[src/rtl/seg_xlate.sv]
module seg_xlate #(
  parameter int AW = 32,
  parameter int LW = 20,
  parameter int PG = 12,
  parameter int SW = 16
) (
  input  logic          clk,
  input  logic          rst,
  input  logic          in_valid,
  input  logic [AW-1:0] base,
  input  logic [LW-1:0] limit,
  input  logic          gran,
  input  logic          def32,
  input  logic          size_ovr,
  input  logic [1:0]    acc_len,
  input  logic [AW-1:0] offset,
  output logic          out_valid,
  output logic          fault,
  output logic [AW-1:0] lin_addr,
  output logic          eff32
);
  localparam int XW = AW - LW;
  localparam int TW = AW - SW;

  logic          wide;
  logic [AW-1:0] off_use;
  logic [AW-1:0] lim_eff;
  logic [AW:0]   last_byte;
  logic [AW-1:0] extra;
  logic          bad;

  assign wide    = def32 ^ size_ovr;
  assign off_use = wide ? offset : {{TW{1'b0}}, offset[SW-1:0]};
  assign lim_eff = gran ? {limit, {PG{1'b1}}} : {{XW{1'b0}}, limit};
  assign extra   = (acc_len == 2'd0) ? '0 :
                   (acc_len == 2'd1) ? AW'(1) : AW'(3);
  assign last_byte = {1'b0, off_use} + {1'b0, extra};
  assign bad       = last_byte > {1'b0, lim_eff};

  always_ff @(posedge clk) begin
    if (rst) begin
      out_valid <= 1'b0;
      fault     <= 1'b0;
      lin_addr  <= '0;
      eff32     <= 1'b0;
    end else begin
      out_valid <= in_valid;
      fault     <= in_valid & bad;
      if (in_valid) begin
        lin_addr <= bad ? '0 : base + off_use;
        eff32    <= wide;
      end
    end
  end


  fault_needs_valid_chk: assert property (@(posedge clk) disable iff (rst)
    fault |-> out_valid);


  valid_latency_chk: assert property (@(posedge clk) disable iff (rst)
    in_valid |=> out_valid);


  no_addr_on_fault_chk: assert property (@(posedge clk) disable iff (rst)
    fault |-> lin_addr == '0);


  idle_hold_chk: assert property (@(posedge clk) disable iff (rst)
    !in_valid |=> (!out_valid && !fault && $stable(lin_addr) && $stable(eff32)));


  size_sel_chk: assert property (@(posedge clk) disable iff (rst)
    in_valid |=> eff32 == ($past(def32) ^ $past(size_ovr)));
endmodule

[config.mk]
export PLATFORM = sky130hd
export DESIGN_NAME = seg_xlate
export DESIGN_NICKNAME = d
export VERILOG_FILES = /design/src/rtl/seg_xlate.sv
export SDC_FILE = /design/constraint.sdc
export NUM_CORES = 1
export LEC_CHECK = 0
export BUFFER_PORTS_ARGS = -buffer_cell sky130_fd_sc_hd__buf_2
export CORE_MARGIN = 2
export CORE_UTILIZATION = 54
export CTS_CLUSTER_DIAMETER = 50
export CTS_CLUSTER_SIZE = 8
export DETAILED_ROUTE_END_ITERATION = 16
export PLACE_DENSITY = 0.82
export SETUP_SLACK_MARGIN = 0.05
export SLEW_MARGIN = 20
export SYNTH_ARGS = -nofsm -noshare
export SYNTH_HDL_FRONTEND = slang
export SYNTH_SLANG_ARGS = --single-unit
export TNS_END_PERCENT = 100
[constraint.sdc]
create_clock -name clk -period 4.9 [get_ports clk]
set_input_delay 0.98 -clock clk [delete_from_list [all_inputs] [get_ports clk]]
set_output_delay 0.98 -clock clk [all_outputs]
set_load 0.02 [all_outputs]
==> results of run 1 <==
final timing paths:
kind                 from           end  slack [ps]
max            acc_len[1]  lin_addr[25]         280
min          lin_addr[30]  lin_addr[30]         460
max reg2reg  lin_addr[28]  lin_addr[28]        4190
min reg2reg  lin_addr[30]  lin_addr[30]         460
power groups by stage:
stage               registers (mW)  clock network [mW]  logic [mW]
global placement             0.333                   0       0.562
finish                       0.328               0.207       0.608
CTS                          0.328               0.208       0.581
global route                 0.331               0.220       0.668
floorplan                    0.370                   0       0.353
detailed placement           0.334                   0       0.576
sequential cells by signal, indices dropped and copies added, names as in the netlist:
register	flops
out_valid	1
lin_addr	32
fault	1
eff32	1
layer usage:
| metal | vias to the layer above | track usage (%) | routed length, µm |
|---|---|---|---|
| met4 | 0 | 9.52 | 361 |
| met3 | 30 | 2.11 | 879 |
| met5 | - | 0 | 0 |
| met2 | 226 | 49.1 | 6540 |
| li1 | 2480 | - | - |
| met1 | 2310 | 38.7 | 5990 |
metrics by stage:
step / hold slack, ps / setup slack, ps / std cells
after CTS: 452 / 196 / 837
after floorplan: 532 / 289 / 600
after global routing: 495 / 65.1 / 839
after global placement: 432 / -0.0830 / 829
after detailed placement: 434 / -113 / 829
final: 457 / 278 / 839
layout by cell type, fill, tap and decap left out, types with 4 or more instances in the layout:
master / count
buf_2: 127
ha_1: 65
nand2_1: 54
a21oi_1: 46
nor2_1: 40
nand3_1: 38
dfxtp_1: 35
a21o_1: 33
xnor2_1: 32
nand2b_1: 21
nand4_1: 20
o21ai_0: 20
xor2_1: 19
inv_1: 18
buf_4: 17
and2_1: 14
and3_1: 10
mux2i_1: 9
o21bai_1: 8
nor3_1: 7
and4_1: 6
o31ai_1: 6
or2_2: 5
nor2b_1: 5
a31oi_1: 5
o21a_1: 5
clkbuf_8: 5
nor4_2: 4
a211o_1: 4
o211ai_1: 4
a211oi_1: 4
final cells by class:
type,count,area [µm²]
Timing Repair Buffer,146,786
Inverter,18,67.6
Sequential cell,35,701
Fill cell,733,2650
Tap cell,105,131
Multi-Input combinational cell,527,3760
Clock inverter,3,20.0
Clock buffer,5,68.8
logic make-up (layout without fill, tap and decap cells):
family,Yosys count,in the layout,synth area share (%)
compound gates,158,158,23.0
buf+inv,38,172,3.17
simple gates,241,241,27.4
fa+ha+maj,67,67,18.8
flops,35,35,15.4
xor+xnor,52,52,10.2
mux,9,9,1.98
repair_timing:
item	4_1_cts	5_1_grt
setup endpoints to repair	0	32
resized for setup	0	17
hold buffers	0	0
setup buffers	0	0
worst max-delay path, cell delays in order:
cell and delay [ps]:
buf_2 120, or2_2 270, ha_1 210, fa_1 380, and4_1 210, nand2_1 80, nor2_1 60, nand2_1 100
nor2_1 60, nand3_1 90, xor2_1 150, nor2_1 60, ha_1 290, nand4_1 130, or2_2 350, or3_1 420
a31oi_4 230, nor2_4 80, buf_6 150, and2_1 160, a32o_1 220
==> flow_metrics.tcl, run 1 <==
set metrics [dict create \
    status "finished, final reports clean" \
    internal_power_mw 0.667 \
    dp_hpwl_um 11400 \
    cp.required_ps 5090 \
    post-route-drc-count 0 \
    clkPwrFrac_pct 18.1 \
    avgSynthCellArea_um2 7.57 \
    clock_latency_ps 280 \
    ys.flop_type "dfxtp_1" \
    hold_viol 0 \
    layout.nets 892 \
    cellPowerDensity_nw_per_um2 206 \
    fmax_mhz 216 \
    tns_ps 0 \
    synth_top_area_cell "ha_1" \
    final_util_pct 67.6 \
    antenna_left 0 \
    power_mw 1.14 \
    fin_worst_skew_ps 0 \
    dieHeight_um 95.7 \
    power_frac_comb_pct 53.2 \
    vias_per_cell 6.01 \
    dieArea_um2 9160 \
    ys_ff_latch 35 \
    p_seq_share_pct 28.7 \
    postRouteWirelength_um 13800 \
    antenna_found_initial 0 \
    synth_nets 759 \
    min_period_over_period_pct 94.3 \
    critPathCaptureType "flop" \
    cts_tree "built" \
    holdPathStages 2 \
    drv_cap 0 \
    place_area_um2 5360 \
    via_count 5046 \
    fin_area_um2 5530 \
    grtUsageTotal_pct 28.9 \
    drt-initial-drc-count 253 \
    rsz0062_at_grt "no" \
    grt_pass1_vias 4576 \
    synth_top_area_share_pct 17.9 \
    io_pins 127 \
    path_clk_slew_ps 80 \
    synth_edf_count 0 \
    placementRows 33 \
    cts.path.max_buffers 2 \
    crit_fanout 6 \
    cts_buffers 5 \
    grt_start_max_net_pins 47 \
    startpoint_type "input port" \
    syn_to_final_growth_pct 21.8 \
    die_w_um 95.7 \
    arrival_ps 4810 \
    ctsHtreeMaxLevel 2 \
    grt_pass1_wl_um 21200 \
    p_sw_mw 0.475 \
    slew_violations 0 \
    synth_area_leaders "ha_1 18%, dfxtp_1 15%, xnor2_1 6.2%, a21o_1 5.5%, a21oi_1 5.2%" \
    core_area_um2 8180 \
    critical_path_class "in -> reg" \
    grt-ovfl-total 0 \
    p_leak_nw 2.73 \
    synthArstFlopShare_pct 0 \
    tightest_slew_ps 717 \
    syn_area_um2 4540 \
    setup_viol 0 \
    max_slew_margin_pct 52.0 \
    cts.sinks 35 \
    irDropWorstVdd_mv 0.0905 \
    port_buffers 126 \
    synth_common_cells "65 x ha_1, 55 x nand2_1, 47 x a21oi_1, 41 x nor2_1, 38 x nand3_1" \
    gp_congestion 0.956 \
    drive_gt1_share_pct 23.4 \
    yosysSeqAreaShare_pct 15.4 \
    root_buffer "clkbuf_8" \
    layout_min_cycle_time_ps 4620 \
    ys_types 56 \
    num_antenna_cells 0 \
    initial_core_util_pct 55.6 \
    hp-class "reg -> reg" \
    synth_cells 600 \
    yosysWarnings 0 \
    switching_share_pct 41.6 \
    r2r_cells 2 \
    synth.most_common_cell "ha_1" \
    wl_per_cell_um 16.4 \
    dr.pass1.iters 5 \
]
(Power assumes the default switching activity.)
==> inputs of run 2 (changes only) <==
--- a/config.mk
+++ b/config.mk
@@ -5,7 +5,7 @@
 export SDC_FILE = /design/constraint.sdc
 export NUM_CORES = 1
 export LEC_CHECK = 0
-export BUFFER_PORTS_ARGS = -buffer_cell sky130_fd_sc_hd__buf_2
+export BUFFER_PORTS_ARGS = -buffer_cell sky130_fd_sc_hd__buf_4
 export CORE_MARGIN = 2
 export CORE_UTILIZATION = 54
 export CTS_CLUSTER_DIAMETER = 50
==> flow_metrics.tcl, run 2 (same netlist as run 1, synthesis figures left out) <==
set metrics [dict create \
    fmax_mhz 217 \
    worst_slack_ps 281 \
    critical_path_class "in -> reg" \
    fin_worst_skew_ps 0 \
    drive_gt1_share_pct 22.6 \
    clock_latency_ps 280 \
    regMostFlops "lin_addr" \
    wl_met1_um 6060 \
    grt_start_max_net_pins 47 \
    crit_fanout 21 \
    post-route-drc-count 0 \
    dr.pass1.iters 7 \
    num_antenna_cells 0 \
    cts.sinks 35 \
    status "finished, final reports clean" \
    holdPathStages 2 \
    postRouteWirelength_um 13700 \
    syn_to_final_growth_pct 28.2 \
    maxUsedRoutingLayer "met4" \
    root_buffer "clkbuf_8" \
    io_pins 127 \
    irDropWorstVdd_mv 0.0933 \
    cellPowerDensity_nw_per_um2 199 \
    grt_pass1_wl_um 21400 \
    cp.required_ps 5080 \
    grt_pass1_vias 4554 \
    wl_met2_um 6590 \
    critPathCaptureType "flop" \
    core_area_um2 8180 \
    tightest_slew_ps 717 \
    wl_per_cell_um 16.3 \
    path_clk_slew_ps 70 \
    max_slew_margin_pct 52.0 \
    arrival_ps 4800 \
    hold_slack_ps 466 \
    r2r_cells 2 \
    initial_core_util_pct 55.6 \
    dp_hpwl_um 11500 \
    dp.cells 831 \
    min_period_over_period_pct 94.3 \
    p_leak_nw 2.83 \
    antenna_found_initial 0 \
    final_util_pct 71.2 \
    gp_congestion 0.965 \
    drt-initial-drc-count 235 \
    wl_met3_um 756 \
    final_common_cell "buf_4" \
    rr_startpoint "lin_addr[28]" \
    whs_endpoint "lin_addr[7]" \
    cts_tree "built" \
    layout_min_cycle_time_ps 4620 \
    cts.path.max_buffers 2 \
    slew_violations 0 \
    port_buffers 126 \
    vias_per_cell 5.91 \
    placementRows 33 \
    drv_cap 0 \
    finalNonFillerCells 839 \
    hold_viol 0 \
    antenna_left 0 \
    grt-ovfl-total 0 \
    setup_viol 0 \
    ctsHtreeMaxLevel 2 \
    largest_register_ffs 32 \
    final_cell_mix "145 x buf_4, 65 x ha_1, 54 x nand2_1" \
    die_w_um 95.7 \
    hp-start "lin_addr[7]" \
    dieHeight_um 95.7 \
    cts_buffers 5 \
    cts_setup_buffers 0 \
    pre_cts_slack_ps -127 \
    rsz0062_at_grt "no" \
    dieArea_um2 9160 \
    hp-class "reg -> reg" \
    layout.nets 892 \
    grtUsageTotal_pct 29.4 \
    r2r_slack_ps 4170 \
    via_count 4960 \
    startpoint_type "input port" \
    r2r-end "lin_addr[28]" \
]
## run 2: cell types whose count changed in the layout (fill, tap and decap cells not counted), moves of 2 or more
cell        before  now
buf_4           17  145
buf_2          127    0
buf_6            2    0
clkbuf_1         0    2
clkinvlp_4       2    0
nor4_2           4    2
## run 2: per-stage QoR
stage | area, µm² | TNS [ps] | total power [mW]
floorplan | 4540 | 0 | 0.723
global placement | 5710 | -20.1 | 0.946
detailed placement | 5710 | -463 | 0.959
CTS | 5790 | 0 | 1.16
global route | 5820 | 0 | 1.24
finish | 5820 | 0 | 1.16
## run 2: worst max-delay path by stage
stage               startpoint            to  slack [ps]  cells past startpoint
floorplan           acc_len[0]  lin_addr[28]         290                     20
global placement    acc_len[0]  lin_addr[25]         -20                     22
detailed placement  acc_len[0]  lin_addr[25]        -130                     22
CTS                 acc_len[0]  lin_addr[25]         180                     22
global route        acc_len[0]  lin_addr[25]          40                     22
finish              acc_len[1]  lin_addr[25]         280                     20
## run 2: where the power goes
group          leakage (nW)  internal, mW  switching, mW
registers             0.287         0.314         0.0153
logic                  2.50         0.291          0.345
clock network        0.0422        0.0996         0.0955
total                  2.83         0.704          0.456
## run 2: area by class of cell
class / count / area [µm²]
clock buffer: 7 / 76.3
clock inverter: 1 / 5.00
fill: 719 / 2350
inverter: 18 / 67.6
multi-input combinational: 527 / 3730
sequential: 35 / 701
tap: 105 / 131
timing repair buffer: 146 / 1110
## run 2: timing repair
item                       in CTS  in global routing
hold buffers                    0                  0
resized for setup               0                  7
hold endpoints to repair        0                  0
setup endpoints to repair       0                 32
## run 2: layer usage
| layer | GRT usage, % | vias up |
|---|---|---|
| li1 | - | 2465 |
| met1 | 39.3 | 2279 |
| met2 | 51.0 | 198 |
| met3 | 1.96 | 18 |
| met4 | 8.45 | 0 |
| met5 | 0 | - |
## run 2: critical path, cell delays in order
cell and delay [ps]:
buf_4 110, buf_4 130, ha_1 260, a21o_1 120, nand3_1 170, buf_4 210
or2_2 300, nor2_1 150, nand3_1 110, xnor2_1 140, ha_1 300, nand4_1 140
or2_4 270, or3_1 380, a31oi_2 230, nor2_1 80, buf_4 160, buf_12 150
and2_1 170, a32o_1 210
==> inputs of run 3 (changes only) <==
--- a/config.mk
+++ b/config.mk
@@ -7,11 +7,11 @@
 export LEC_CHECK = 0
 export BUFFER_PORTS_ARGS = -buffer_cell sky130_fd_sc_hd__buf_4
 export CORE_MARGIN = 2
-export CORE_UTILIZATION = 54
+export CORE_UTILIZATION = 58
 export CTS_CLUSTER_DIAMETER = 50
 export CTS_CLUSTER_SIZE = 8
 export DETAILED_ROUTE_END_ITERATION = 16
-export PLACE_DENSITY = 0.82
+export PLACE_DENSITY = 0.87
 export SETUP_SLACK_MARGIN = 0.05
 export SLEW_MARGIN = 20
 export SYNTH_ARGS = -nofsm -noshare
==> constraint.sdc (replaced) <==
create_clock -name clk -period 5.5 [get_ports clk]
set_input_delay 1.1 -clock clk [delete_from_list [all_inputs] [get_ports clk]]
set_output_delay 1.1 -clock clk [all_outputs]
set_load 0.02 [all_outputs]
==> flow_metrics.tcl, run 3 (same netlist as run 1, synthesis figures left out) <==
set metrics [dict create \
    min_period_over_period_pct 92.8 \
    largest_register_ffs 32 \
    fin_worst_skew_ps 0 \
    clkPwrFrac_pct 19.5 \
    die_w_um 92.5 \
    hold_viol 0 \
    r2r_cells 2 \
    path_clk_slew_ps 60 \
    grt_start_max_net_pins 47 \
    initial_core_util_pct 59.4 \
    pre_cts_slack_ps 182 \
    internal_power_mw 0.638 \
    final_util_pct 74.2 \
    setup_viol 0 \
    wl_per_cell_um 16.8 \
    critPathSlowestCell "or2_2" \
    r2r_slack_ps 4770 \
    r2r-end "lin_addr[28]" \
    rsz0062_at_grt "no" \
    root_buffer "clkbuf_8" \
    cellPowerDensity_nw_per_um2 185 \
    status "finished, final reports clean" \
    p_seq_share_pct 28.1 \
    antenna_left 0 \
    worst_slack_ps 394 \
    grtUsageTotal_pct 32.0 \
    p_sw_mw 0.410 \
    startpoint_type "input port" \
    critPathCaptureType "flop" \
    port_buffers 126 \
    final_common_cell "buf_4" \
    final_cell_mix "131 x buf_4, 65 x ha_1, 55 x nand2_1" \
    tightest_slew_ps 735 \
    critPathTopFamily "simple AND/OR/NAND/NOR gates" \
    grt_pass1_wl_um 22200 \
    power_mw 1.05 \
    cp.required_ps 5680 \
    core_area_um2 7650 \
    drv_cap 0 \
    crit_end "lin_addr[25]" \
    path_cells "buf_4 > or2_2 > ha_1 > fa_1 > and4_1 > nand2_1 > nor2_1 > nand2_1 > nor2_1 > nand3_1 > xor2_1 > nor2_1 > ha_1 > nand4_1 > or2_2 > nor3_1 > o31ai_1 > a31oi_1 > nor2_1 > buf_4 > and2_1 > a32o_1" \
    critical_path_class "in -> reg" \
    max_slew_margin_pct 50.8 \
    rr_startpoint "lin_addr[28]" \
    slew_violations 0 \
    dr.pass1.iters 5 \
    switching_share_pct 39.1 \
    critical_path.startpoint "acc_len[1]" \
    irDropWorstVdd_mv 0.0893 \
    crit_buf_inv 2 \
    postRouteWirelength_um 13800 \
    placementRows 32 \
    crit_fanout 21 \
    ctsHtreeMaxLevel 2 \
    cts_setup_buffers 0 \
    grt-ovfl-total 0 \
    num_antenna_cells 0 \
    grt_pass1_vias 4771 \
    cts_tree "built" \
    layout.nets 877 \
    regMostFlops "lin_addr" \
    slowest_delay_ps 340 \
    p_leak_nw 2.75 \
    drive_gt1_share_pct 20.4 \
    path_depth 22 \
    gp_congestion 0.929 \
    post-route-drc-count 0 \
    fmax_mhz 196 \
    dp_hpwl_um 11400 \
    syn_to_final_growth_pct 25.0 \
    dieArea_um2 8550 \
    ctsResizeCount 0 \
    dieHeight_um 92.5 \
    layout_min_cycle_time_ps 5110 \
    vias_per_cell 6.02 \
    cts.path.max_buffers 2 \
    io_pins 127 \
    power_frac_comb_pct 52.5 \
    clock_latency_ps 290 \
    critPathMostFrequentCell "nor2_1" \
    ctsHoldBuffers 0 \
    cts_buffers 5 \
    hp-class "reg -> reg" \
    antenna_found_initial 0 \
    cts.sinks 35 \
    drt-initial-drc-count 285 \
    tns_ps 0 \
    via_count 4941 \
    arrival_ps 5280 \
]
-- run 3: metrics by stage --
stage / cell area, µm² / cells / hold slack [ps]
2_1_floorplan: 4540 / 600 / 532
3_3_place_gp: 5580 / 813 / 440
3_5_place_dp: 5580 / 813 / 446
4_1_cts: 5680 / 821 / 462
5_1_grt: 5680 / 821 / 487
6_report: 5680 / 821 / 461
-- run 3: power groups by stage --
stage | Clock (mW) | Combinational (mW) | Sequential (mW)
4_1_cts | 0.206 | 0.542 | 0.294
3_5_place_dp | 0 | 0.537 | 0.299
6_report | 0.204 | 0.550 | 0.294
2_1_floorplan | 0 | 0.315 | 0.329
3_3_place_gp | 0 | 0.524 | 0.298
5_1_grt | 0.216 | 0.601 | 0.297
-- run 3: worst register-to-register path, delay by kind of cell (launching register included) --
| kind | cells | cell delay, ps |
|---|---|---|
| buffers and inverters | 1 | 50 |
| AO/OA/AOI/OAI | 1 | 240 |
| flip-flops | 1 | 360 |
-- run 3: area by class of cell --
| type | count | area [µm²] |
|---|---|---|
| Clock buffer | 8 | 100 |
| Tap cell | 102 | 128 |
| Multi-Input combinational cell | 527 | 3700 |
| Fill cell | 623 | 1970 |
| Inverter | 18 | 67.6 |
| Sequential cell | 35 | 701 |
| Timing Repair Buffer | 131 | 983 |
-- run 3: worst min path at each step --
| stage | startpoint | endpoint | slack (ps) | cells past startpoint |
|---|---|---|---|---|
| after floorplan | lin_addr[23] | lin_addr[23] | 530 | 2 |
| after global placement | lin_addr[22] | lin_addr[22] | 440 | 2 |
| after detailed placement | lin_addr[17] | lin_addr[17] | 450 | 2 |
| after CTS | lin_addr[17] | lin_addr[17] | 460 | 2 |
| after global routing | lin_addr[22] | lin_addr[22] | 490 | 2 |
| final | lin_addr[23] | lin_addr[23] | 460 | 2 |
-- run 3: per-layer routing --
metal / part of all wire (%) / global-route usage [%] / up-vias
met4: 2.8 / 11.1 / 0
met5: 0 / 0 / -
met2: 48 / 56.4 / 206
li1: - / - / 2439
met3: 6.3 / 3.50 / 29
met1: 43 / 40.2 / 2267
